===== src/rtl/kmp_pkg.sv =====
package kmp_pkg;
    localparam int PW     = 4;
    localparam int NPORT  = 4;
    localparam int ADDR_W = 8;
    localparam int BANK_W = 2;
    localparam int PINS   = PW * NPORT;

    localparam logic [ADDR_W-1:0] DM_BASE  = 8'h70;
    localparam logic [ADDR_W-1:0] RF_DIRB  = 8'h26;
    localparam logic [ADDR_W-1:0] RF_GROUP = 8'h37;
    localparam int GRP_C_BIT = 2;
    localparam int GRP_D_BIT = 3;

    typedef enum logic [1:0] {
        PORT_SENSE = 2'd0,
        PORT_BITDIR = 2'd1,
        PORT_GRP_C = 2'd2,
        PORT_GRP_D = 2'd3
    } port_e;

    typedef struct packed {
        logic  dm_hit;
        port_e port;
        logic  rf_dirb;
        logic  rf_group;
    } dec_t;

    function automatic dec_t decode(input logic rf,
                                    input logic [BANK_W-1:0] bank,
                                    input logic [ADDR_W-1:0] addr);
        dec_t d;
        d = '0;
        if (rf) begin
            d.rf_dirb  = (addr == RF_DIRB);
            d.rf_group = (addr == RF_GROUP);
        end else if (bank == '0 && addr[ADDR_W-1:2] == DM_BASE[ADDR_W-1:2]) begin
            d.dm_hit = 1'b1;
            d.port   = port_e'(addr[1:0]);
        end
        return d;
    endfunction
endpackage


===== src/rtl/kmp_sync.sv =====
module kmp_sync #(
    parameter int W = 4
) (
    input  logic         clk,
    input  logic         rst,
    input  logic [W-1:0] d,
    output logic [W-1:0] q
);
    logic [W-1:0] meta_q;
    logic [W-1:0] stab_q;

    always_ff @(posedge clk) begin
        if (rst) begin
            meta_q <= '1;
            stab_q <= '1;
        end else begin
            meta_q <= d;
            stab_q <= meta_q;
        end
    end

    assign q = stab_q;
endmodule


===== src/rtl/kmp_dir_regs.sv =====
module kmp_dir_regs
    import kmp_pkg::*;
(
    input  logic            clk,
    input  logic            rst,
    input  logic            wr_dirb,
    input  logic            wr_group,
    input  logic [PW-1:0]   wdata,
    output logic [PINS-1:0] dir_flat,
    output logic [PW-1:0]   rd_dirb,
    output logic [PW-1:0]   rd_group
);
    logic [PW-1:0] dirb_q;
    logic          dirc_q;
    logic          dird_q;

    always_ff @(posedge clk) begin
        if (rst) begin
            dirb_q <= '0;
            dirc_q <= 1'b1;
            dird_q <= 1'b1;
        end else begin
            if (wr_dirb) dirb_q <= wdata;
            if (wr_group) begin
                dirc_q <= wdata[GRP_C_BIT];
                dird_q <= wdata[GRP_D_BIT];
            end
        end
    end

    always_comb begin
        rd_group            = '0;
        rd_group[GRP_C_BIT] = dirc_q;
        rd_group[GRP_D_BIT] = dird_q;
    end

    assign rd_dirb  = dirb_q;
    assign dir_flat = {{PW{dird_q}}, {PW{dirc_q}}, dirb_q, {PW{1'b0}}};
endmodule


===== src/rtl/kmp_port_cell.sv =====
module kmp_port_cell #(
    parameter int W = 4
) (
    input  logic [W-1:0] dir,
    input  logic [W-1:0] latch,
    input  logic [W-1:0] pin_sync,
    output logic [W-1:0] od_low,
    output logic [W-1:0] pu_en,
    output logic [W-1:0] rd_val,
    output logic         low_seen
);
    always_comb begin
        for (int i = 0; i < W; i++) begin
            od_low[i] = dir[i] & ~latch[i];
            pu_en[i]  = ~dir[i];
            rd_val[i] = dir[i] ? latch[i] : pin_sync[i];
        end
        low_seen = |(~dir & ~pin_sync);
    end
endmodule


===== src/rtl/keymat_port_bank.sv =====
module keymat_port_bank
    import kmp_pkg::*;
(
    input  logic                   clk,
    input  logic                   rst,
    input  logic                   bus_wr,
    input  logic                   bus_rf,
    input  logic [BANK_W-1:0]      bus_bank,
    input  logic [ADDR_W-1:0]      bus_addr,
    input  logic [PW-1:0]          bus_wdata,
    output logic [PW-1:0]          bus_rdata,
    input  logic [PINS-1:0]        pin_in,
    output logic [PINS-1:0]        pad_od_low,
    output logic [PINS-1:0]        pad_pu_en,
    output logic                   wake_req
);
    dec_t dec;
    assign dec = decode(bus_rf, bus_bank, bus_addr);

    logic [PINS-1:0] pin_sync;
    logic [PINS-1:0] dir_flat;
    logic [PW-1:0]   rd_dirb;
    logic [PW-1:0]   rd_group;
    logic [NPORT-1:0][PW-1:0] lat_q;
    logic [NPORT-1:0][PW-1:0] rd_port;
    logic [NPORT-1:0]         low_seen;

    kmp_sync #(.W(PINS)) sync_i (
        .clk (clk),
        .rst (rst),
        .d   (pin_in),
        .q   (pin_sync)
    );

    kmp_dir_regs dir_i (
        .clk      (clk),
        .rst      (rst),
        .wr_dirb  (bus_wr & dec.rf_dirb),
        .wr_group (bus_wr & dec.rf_group),
        .wdata    (bus_wdata),
        .dir_flat (dir_flat),
        .rd_dirb  (rd_dirb),
        .rd_group (rd_group)
    );

    always_ff @(posedge clk) begin
        if (rst) begin
            lat_q <= '0;
        end else begin
            for (int p = 1; p < NPORT; p++) begin
                if (bus_wr && dec.dm_hit && dec.port == port_e'(p))
                    lat_q[p] <= bus_wdata;
            end
            lat_q[0] <= '0;
        end
    end

    for (genvar p = 0; p < NPORT; p++) begin : g_cell
        kmp_port_cell #(.W(PW)) cell_i (
            .dir      (dir_flat[p*PW +: PW]),
            .latch    (lat_q[p]),
            .pin_sync (pin_sync[p*PW +: PW]),
            .od_low   (pad_od_low[p*PW +: PW]),
            .pu_en    (pad_pu_en[p*PW +: PW]),
            .rd_val   (rd_port[p]),
            .low_seen (low_seen[p])
        );
    end

    always_comb begin
        if (dec.dm_hit)        bus_rdata = rd_port[dec.port];
        else if (dec.rf_dirb)  bus_rdata = rd_dirb;
        else if (dec.rf_group) bus_rdata = rd_group;
        else                   bus_rdata = '0;
    end

    assign wake_req = |low_seen;
endmodule


===== config.mk =====
export PLATFORM = sky130hd
export DESIGN_NAME = keymat_port_bank
export DESIGN_NICKNAME = d
export VERILOG_FILES = /design/src/rtl/kmp_pkg.sv /design/src/rtl/kmp_sync.sv /design/src/rtl/kmp_dir_regs.sv /design/src/rtl/kmp_port_cell.sv /design/src/rtl/keymat_port_bank.sv
export SDC_FILE = /design/constraint.sdc
export NUM_CORES = 1
export LEC_CHECK = 0
export BUFFER_PORTS_ARGS = -buffer_cell sky130_fd_sc_hd__buf_2
export CORE_ASPECT_RATIO = 1.2
export CORE_UTILIZATION = 52
export DETAILED_ROUTE_END_ITERATION = 7
export HOLD_SLACK_MARGIN = 0.03
export PLACE_DENSITY_LB_ADDON = 0.3
export SYNTH_ARGS = -nofsm -noshare
export SYNTH_HDL_FRONTEND = slang
export SYNTH_HIERARCHICAL = 1
export SYNTH_SLANG_ARGS = --single-unit

===== constraint.sdc =====
create_clock -name clk -period 2.2 [get_ports clk]
set_clock_uncertainty 0.15 [all_clocks]
set_input_delay 0.44 -clock clk [delete_from_list [all_inputs] [get_ports clk]]
set_output_delay 0.44 -clock clk [all_outputs]
set_load 0.005 [all_outputs]

## After elaboration in Yosys (flattened, before gate mapping)

Cells that the tools add are included.

- Bitwise operators: 42
- Magnitude comparators: 1
- Eq/ne operators: 6
- Multiplexer cells: 20
- Reduce and logical (&&, ||, !) cells: 7

Operators with widths:

| kind | count |
|---|---|
| 4-bit inverter | 7 |
| 1-bit inverter | 18 |
| 8-bit by 6-bit == test with 1-bit output, second input constant | 2 |
| 4-bit 2-to-1 mux | 4 |
| 16-bit OR reduction | 1 |
| 1-bit bitwise AND | 14 |
| 4-bit bitwise AND | 3 |
| 1-bit 2-to-1 mux | 12 |
| 4-bit binary-select mux with 2-bit select | 1 |
| 6-bit by 5-bit == test with 1-bit output, second input constant | 1 |
| 3-bit 2-to-1 mux | 2 |
| 1-bit logical AND | 5 |
| 2-bit == test, second input constant | 2 |
| 2-bit by 3-bit less-than comparator with 1-bit output, second input constant | 1 |
| 2-bit by 1-bit == test with 1-bit output, second input constant | 1 |
| 2-bit zero test | 1 |
| 2-bit 2-to-1 mux | 1 |

- Output and inout port bits: 37
- Word-level logic and storage cells: 84
- Input port bits: 34
- Register bits: 50

## Longest topological paths before layout

- Depth after elaboration: 7
- Mapped depth: 7

## By module

Netlist, hierarchy kept.

By module, submodules not included:

| module | area an instance (sq um) | times used | cells each |
|---|---|---|---|
| keymat_port_bank | 880.8 | 1 | 82 |
| kmp_sync | 874.6 | 1 | 67 |
| kmp_port_cell | 107.6 | 4 | 14 |
| kmp_dir_regs | 370.4 | 1 | 40 |

## Worst setup path after synthesis

No wires, ideal clock.

- Path type: register to output
- Start point: register dir_i.dird_q
- End point: output port bus_rdata[3]
- Required time: 1.610 ns
- Slack: 0.220 ns
- Arrival: 1.390 ns
- Cell stages (with the launch flop): 6
- Cells stage by stage: dfxtp_1 -> buf_4 -> mux2_4 -> mux4_2 -> nand3_1 -> a21oi_1

RTL lines:

| item | RTL line | RTL |
|---|---|---|
| start, declared | kmp_dir_regs.sv:15 | `logic dird_q;` |
| start signal, assigned | kmp_dir_regs.sv:26 | `dird_q <= wdata[GRP_D_BIT];` |
| end, declared | keymat_port_bank.sv:11 | `output logic [PW-1:0] bus_rdata,` |

==> impl_metrics.csv <==
group,metric,value,unit
outcome,outcome,"complete, but fails checks",
outcome,violations,"setup timing",
logic_synthesis,synth_edf_count,0,
route,avgRoutedWirePerCell,12.92,um
job,drv_cap,0,
placement,portBuffers,62,
sta,rsz0062_at_grt,"true",
global_routing,grt_start_max_net_pins,55,
placement,dp_hpwl,3777,um
logic_synthesis,ys_ff_latch,50,
worst_setup_path,worstPathCellList,"mux2_4, mux4_2, inv_2, o32ai_2, buf_2",
sta,finalHoldViolations,0,
floorplan,rows,27,
worst_setup_path,crit_required,1.61,ns
floorplan,core,0.004662,mm2
global_routing,grt_use_met1,0.2237,
logic_synthesis,async_reset_ff_frac,0,
worst_setup_path,cp_max_fo,7,
placement,dp_slack,-0.007716,ns
clock_network,clk_path_buf_depth,2,
sta,finalSetupTns,-0.6234,ns
clock_network,cts_root_buf,"clkbuf_8",
logic_synthesis,synth-compound-area-share,0.06608,
clock_network,insertion_delay,0.30,ns
logic_synthesis,ys_warn_count,6,
floorplan,initial_core_util,0.5483,
route,vias,1793,
logic_synthesis,synth.area.mux_share,0.1919,
floorplan,boundaryPins,71,
pwr,finalPower,0.001602,W
logic_synthesis,post-synth-top-area-fraction,0.3916,
route,first_pass_iters,4,
sta,timing.final.ws_setup,-0.1429,ns
cells_and_area,synthToLayoutAreaGrowth,15.37,%
logic_synthesis,synth_flop_cell,"dfxtp_1",
logic_synthesis,yosysTopAreaCell,"dfxtp_1",
worst_setup_path,slowest_delay,0.46,ns
route,route.detailed.drc,0,
route,drtIter0Drc,59,
clock_network,numCtsBuffers,5,
cells_and_area,fin_nets,344,
clock_network,cts_tree,"done",
floorplan,die_x,66.01,um
sta,maxSlewViolCount,0,
logic_synthesis,seq_area_frac_synth,0.3916,
floorplan,die_y,78.81,um
clock_network,cts.sinks,50,
global_routing,use_met3,0.03305,
sta,period_share,1.065,
logic_synthesis,synth_top_family_by_area,"simple AND/OR/NAND/NOR gates",
clock_network,htree_levels,2,
sta,min_period,2.343,ns
cells_and_area,nFillCells,406,
floorplan,die_area,0.005202,mm2
logic_synthesis,avgSynthCellArea,10.43,um2
worst_setup_path,critPathLaunchType,"flip-flop",
cells_and_area,layout_commonest_cell,"buf_2",
sta,finalSetupViolations,5,
logic_synthesis,synthXorXnorAreaFrac,0,
route,routed_wl,4766,um
cells_and_area,fin_util,0.6326,
route,routed_via_density,4.859,
logic_synthesis,synth_simple_gate_area_share,0.2345,
worst_setup_path,worst-setup-path-type,"flip-flop to output port",
clock_network,clkTransAtPathRegs,0.08,ns
worst_setup_path,crit_buf_inv,2,
cells_and_area,diodes,0,
cells_and_area,drive_gt1_frac,0.3859,
route,antenna_left,0,
sta,tightest_slew,0.6886,ns
global_routing,busiest_layer,"met2",
logic_synthesis,ys_top_cells_by_area,"dfxtp_1, mux2_4, or2_1",
pwr,p_leak,1.408,nW
sta,finalHoldWorstSlack,0.1601,ns
global_routing,antenna_found_initial,0,
worst_setup_path,worst_ep_arrival_time,1.75,ns
sta,slew_headroom,0.5409,
global_routing,grt_overflow,0,
global_routing,grt_pass1_vias,1611,
logic_synthesis,synthCells,245,
worst_setup_path,critPathSlowestCell,"mux4_2",
logic_synthesis,synth-adder-area-share,0,
logic_synthesis,synth_area,0.002556,mm2
global_routing,track_usage,0.1920,
placement,gp_congestion,0.8261,
global_routing,grt_pass1_wl,7514,um
global_routing,grt_util_met2,0.3296,
pwr,irDropWorstVdd,402.5,uV
cells_and_area,mostFrequentLayoutCells,"buf_2, dfxtp_1, or2_1",
hold_path,hp-class,"input pin to flip-flop",
worst_setup_path,crit_family,"multiplexers",
pwr,pwr_density_cell,543.2,mW/mm2
logic_synthesis,synth_cell_types,36,
worst_setup_path,cp-end-kind,"output port",
sta,max_freq,0.4268,GHz
## synth_stat cells (all sizes together) (4+ instances only)
library cell  number
nor2b              4
buf               26
nand2b            17
or2               32
o221ai             4
mux4               4
nor2              23
o22a               4
inv               19
mux2              16
mux2i             16
dfxtp             50
## final timing paths
path	from	endpoint	slack (ns)	cells past startpoint
max	dir_i/dirc_q$_SDFFE_PP1P_	bus_rdata[0]	-0.14	5
min	pin_in[13]	sync_i/meta_q[13]$_SDFF_PP1_	0.16	2
max reg2reg	dir_i/dird_q$_SDFFE_PP1P_	dir_i/dird_q$_SDFFE_PP1P_	0.94	4
min reg2reg	sync_i/meta_q[3]$_SDFF_PP1_	sync_i/q[3]$_SDFF_PP1_	0.25	1
## area by class of cell
class	count	area (um2)	share of cell area
Clock inverter	2	13.76	0.004667
Tap cell	58	72.57	0.02461
Inverter	19	71.32	0.02418
Sequential cell	50	1010	0.3424
Timing Repair Buffer	73	392.9	0.1332
Clock buffer	6	72.57	0.02461
Multi-Input combinational cell	161	1316	0.4463
## stage by stage
step | cells | area, um2
2_1_floorplan | 257 | 2601
3_3_place_gp | 360 | 2841
3_5_place_dp | 360 | 2841
4_1_cts | 369 | 2947
5_1_grt | 369 | 2949
6_report | 369 | 2949
## sequential cells by signal, summed over array words and instances (netlist names)
| signal | count |
|---|---|
| dir_i/dird_q | 1 |
| lat_q | 12 |
| sync_i/meta_q | 16 |
| dir_i/rd_dirb | 4 |
| dir_i/dirc_q | 1 |
| sync_i/q | 16 |
## what timing repair did
item,CTS,global route
resized for setup,10,1
endpoints found under the setup margin,5,5
gates cloned,0,0
hold buffers,0,0
buffers inserted,1,0
pin swaps,2,0
## logic make-up after synthesis
logic type             after synthesis
AOI/OAI and AO/OA                   18
buffers and inverters               46
DFF                                 50
muxes                               36
other                                2
and+or+nand+nor                     93
## report_power, final
group | total [W] | switching, W | internal (W)
Sequential | 0.000939 | 0.0000100 | 0.000929
Combinational | 0.000155 | 0.0000737 | 0.0000810
Clock | 0.000508 | 0.000284 | 0.000224
## layer usage
layer,wire [um],up-vias,part of all wire
met5,0,-,0
met1,2034,803,0.43
met4,165,0,0.035
met2,2358,61,0.49
li1,-,915,-
met3,207,14,0.043
(Power assumes the default switching activity.)
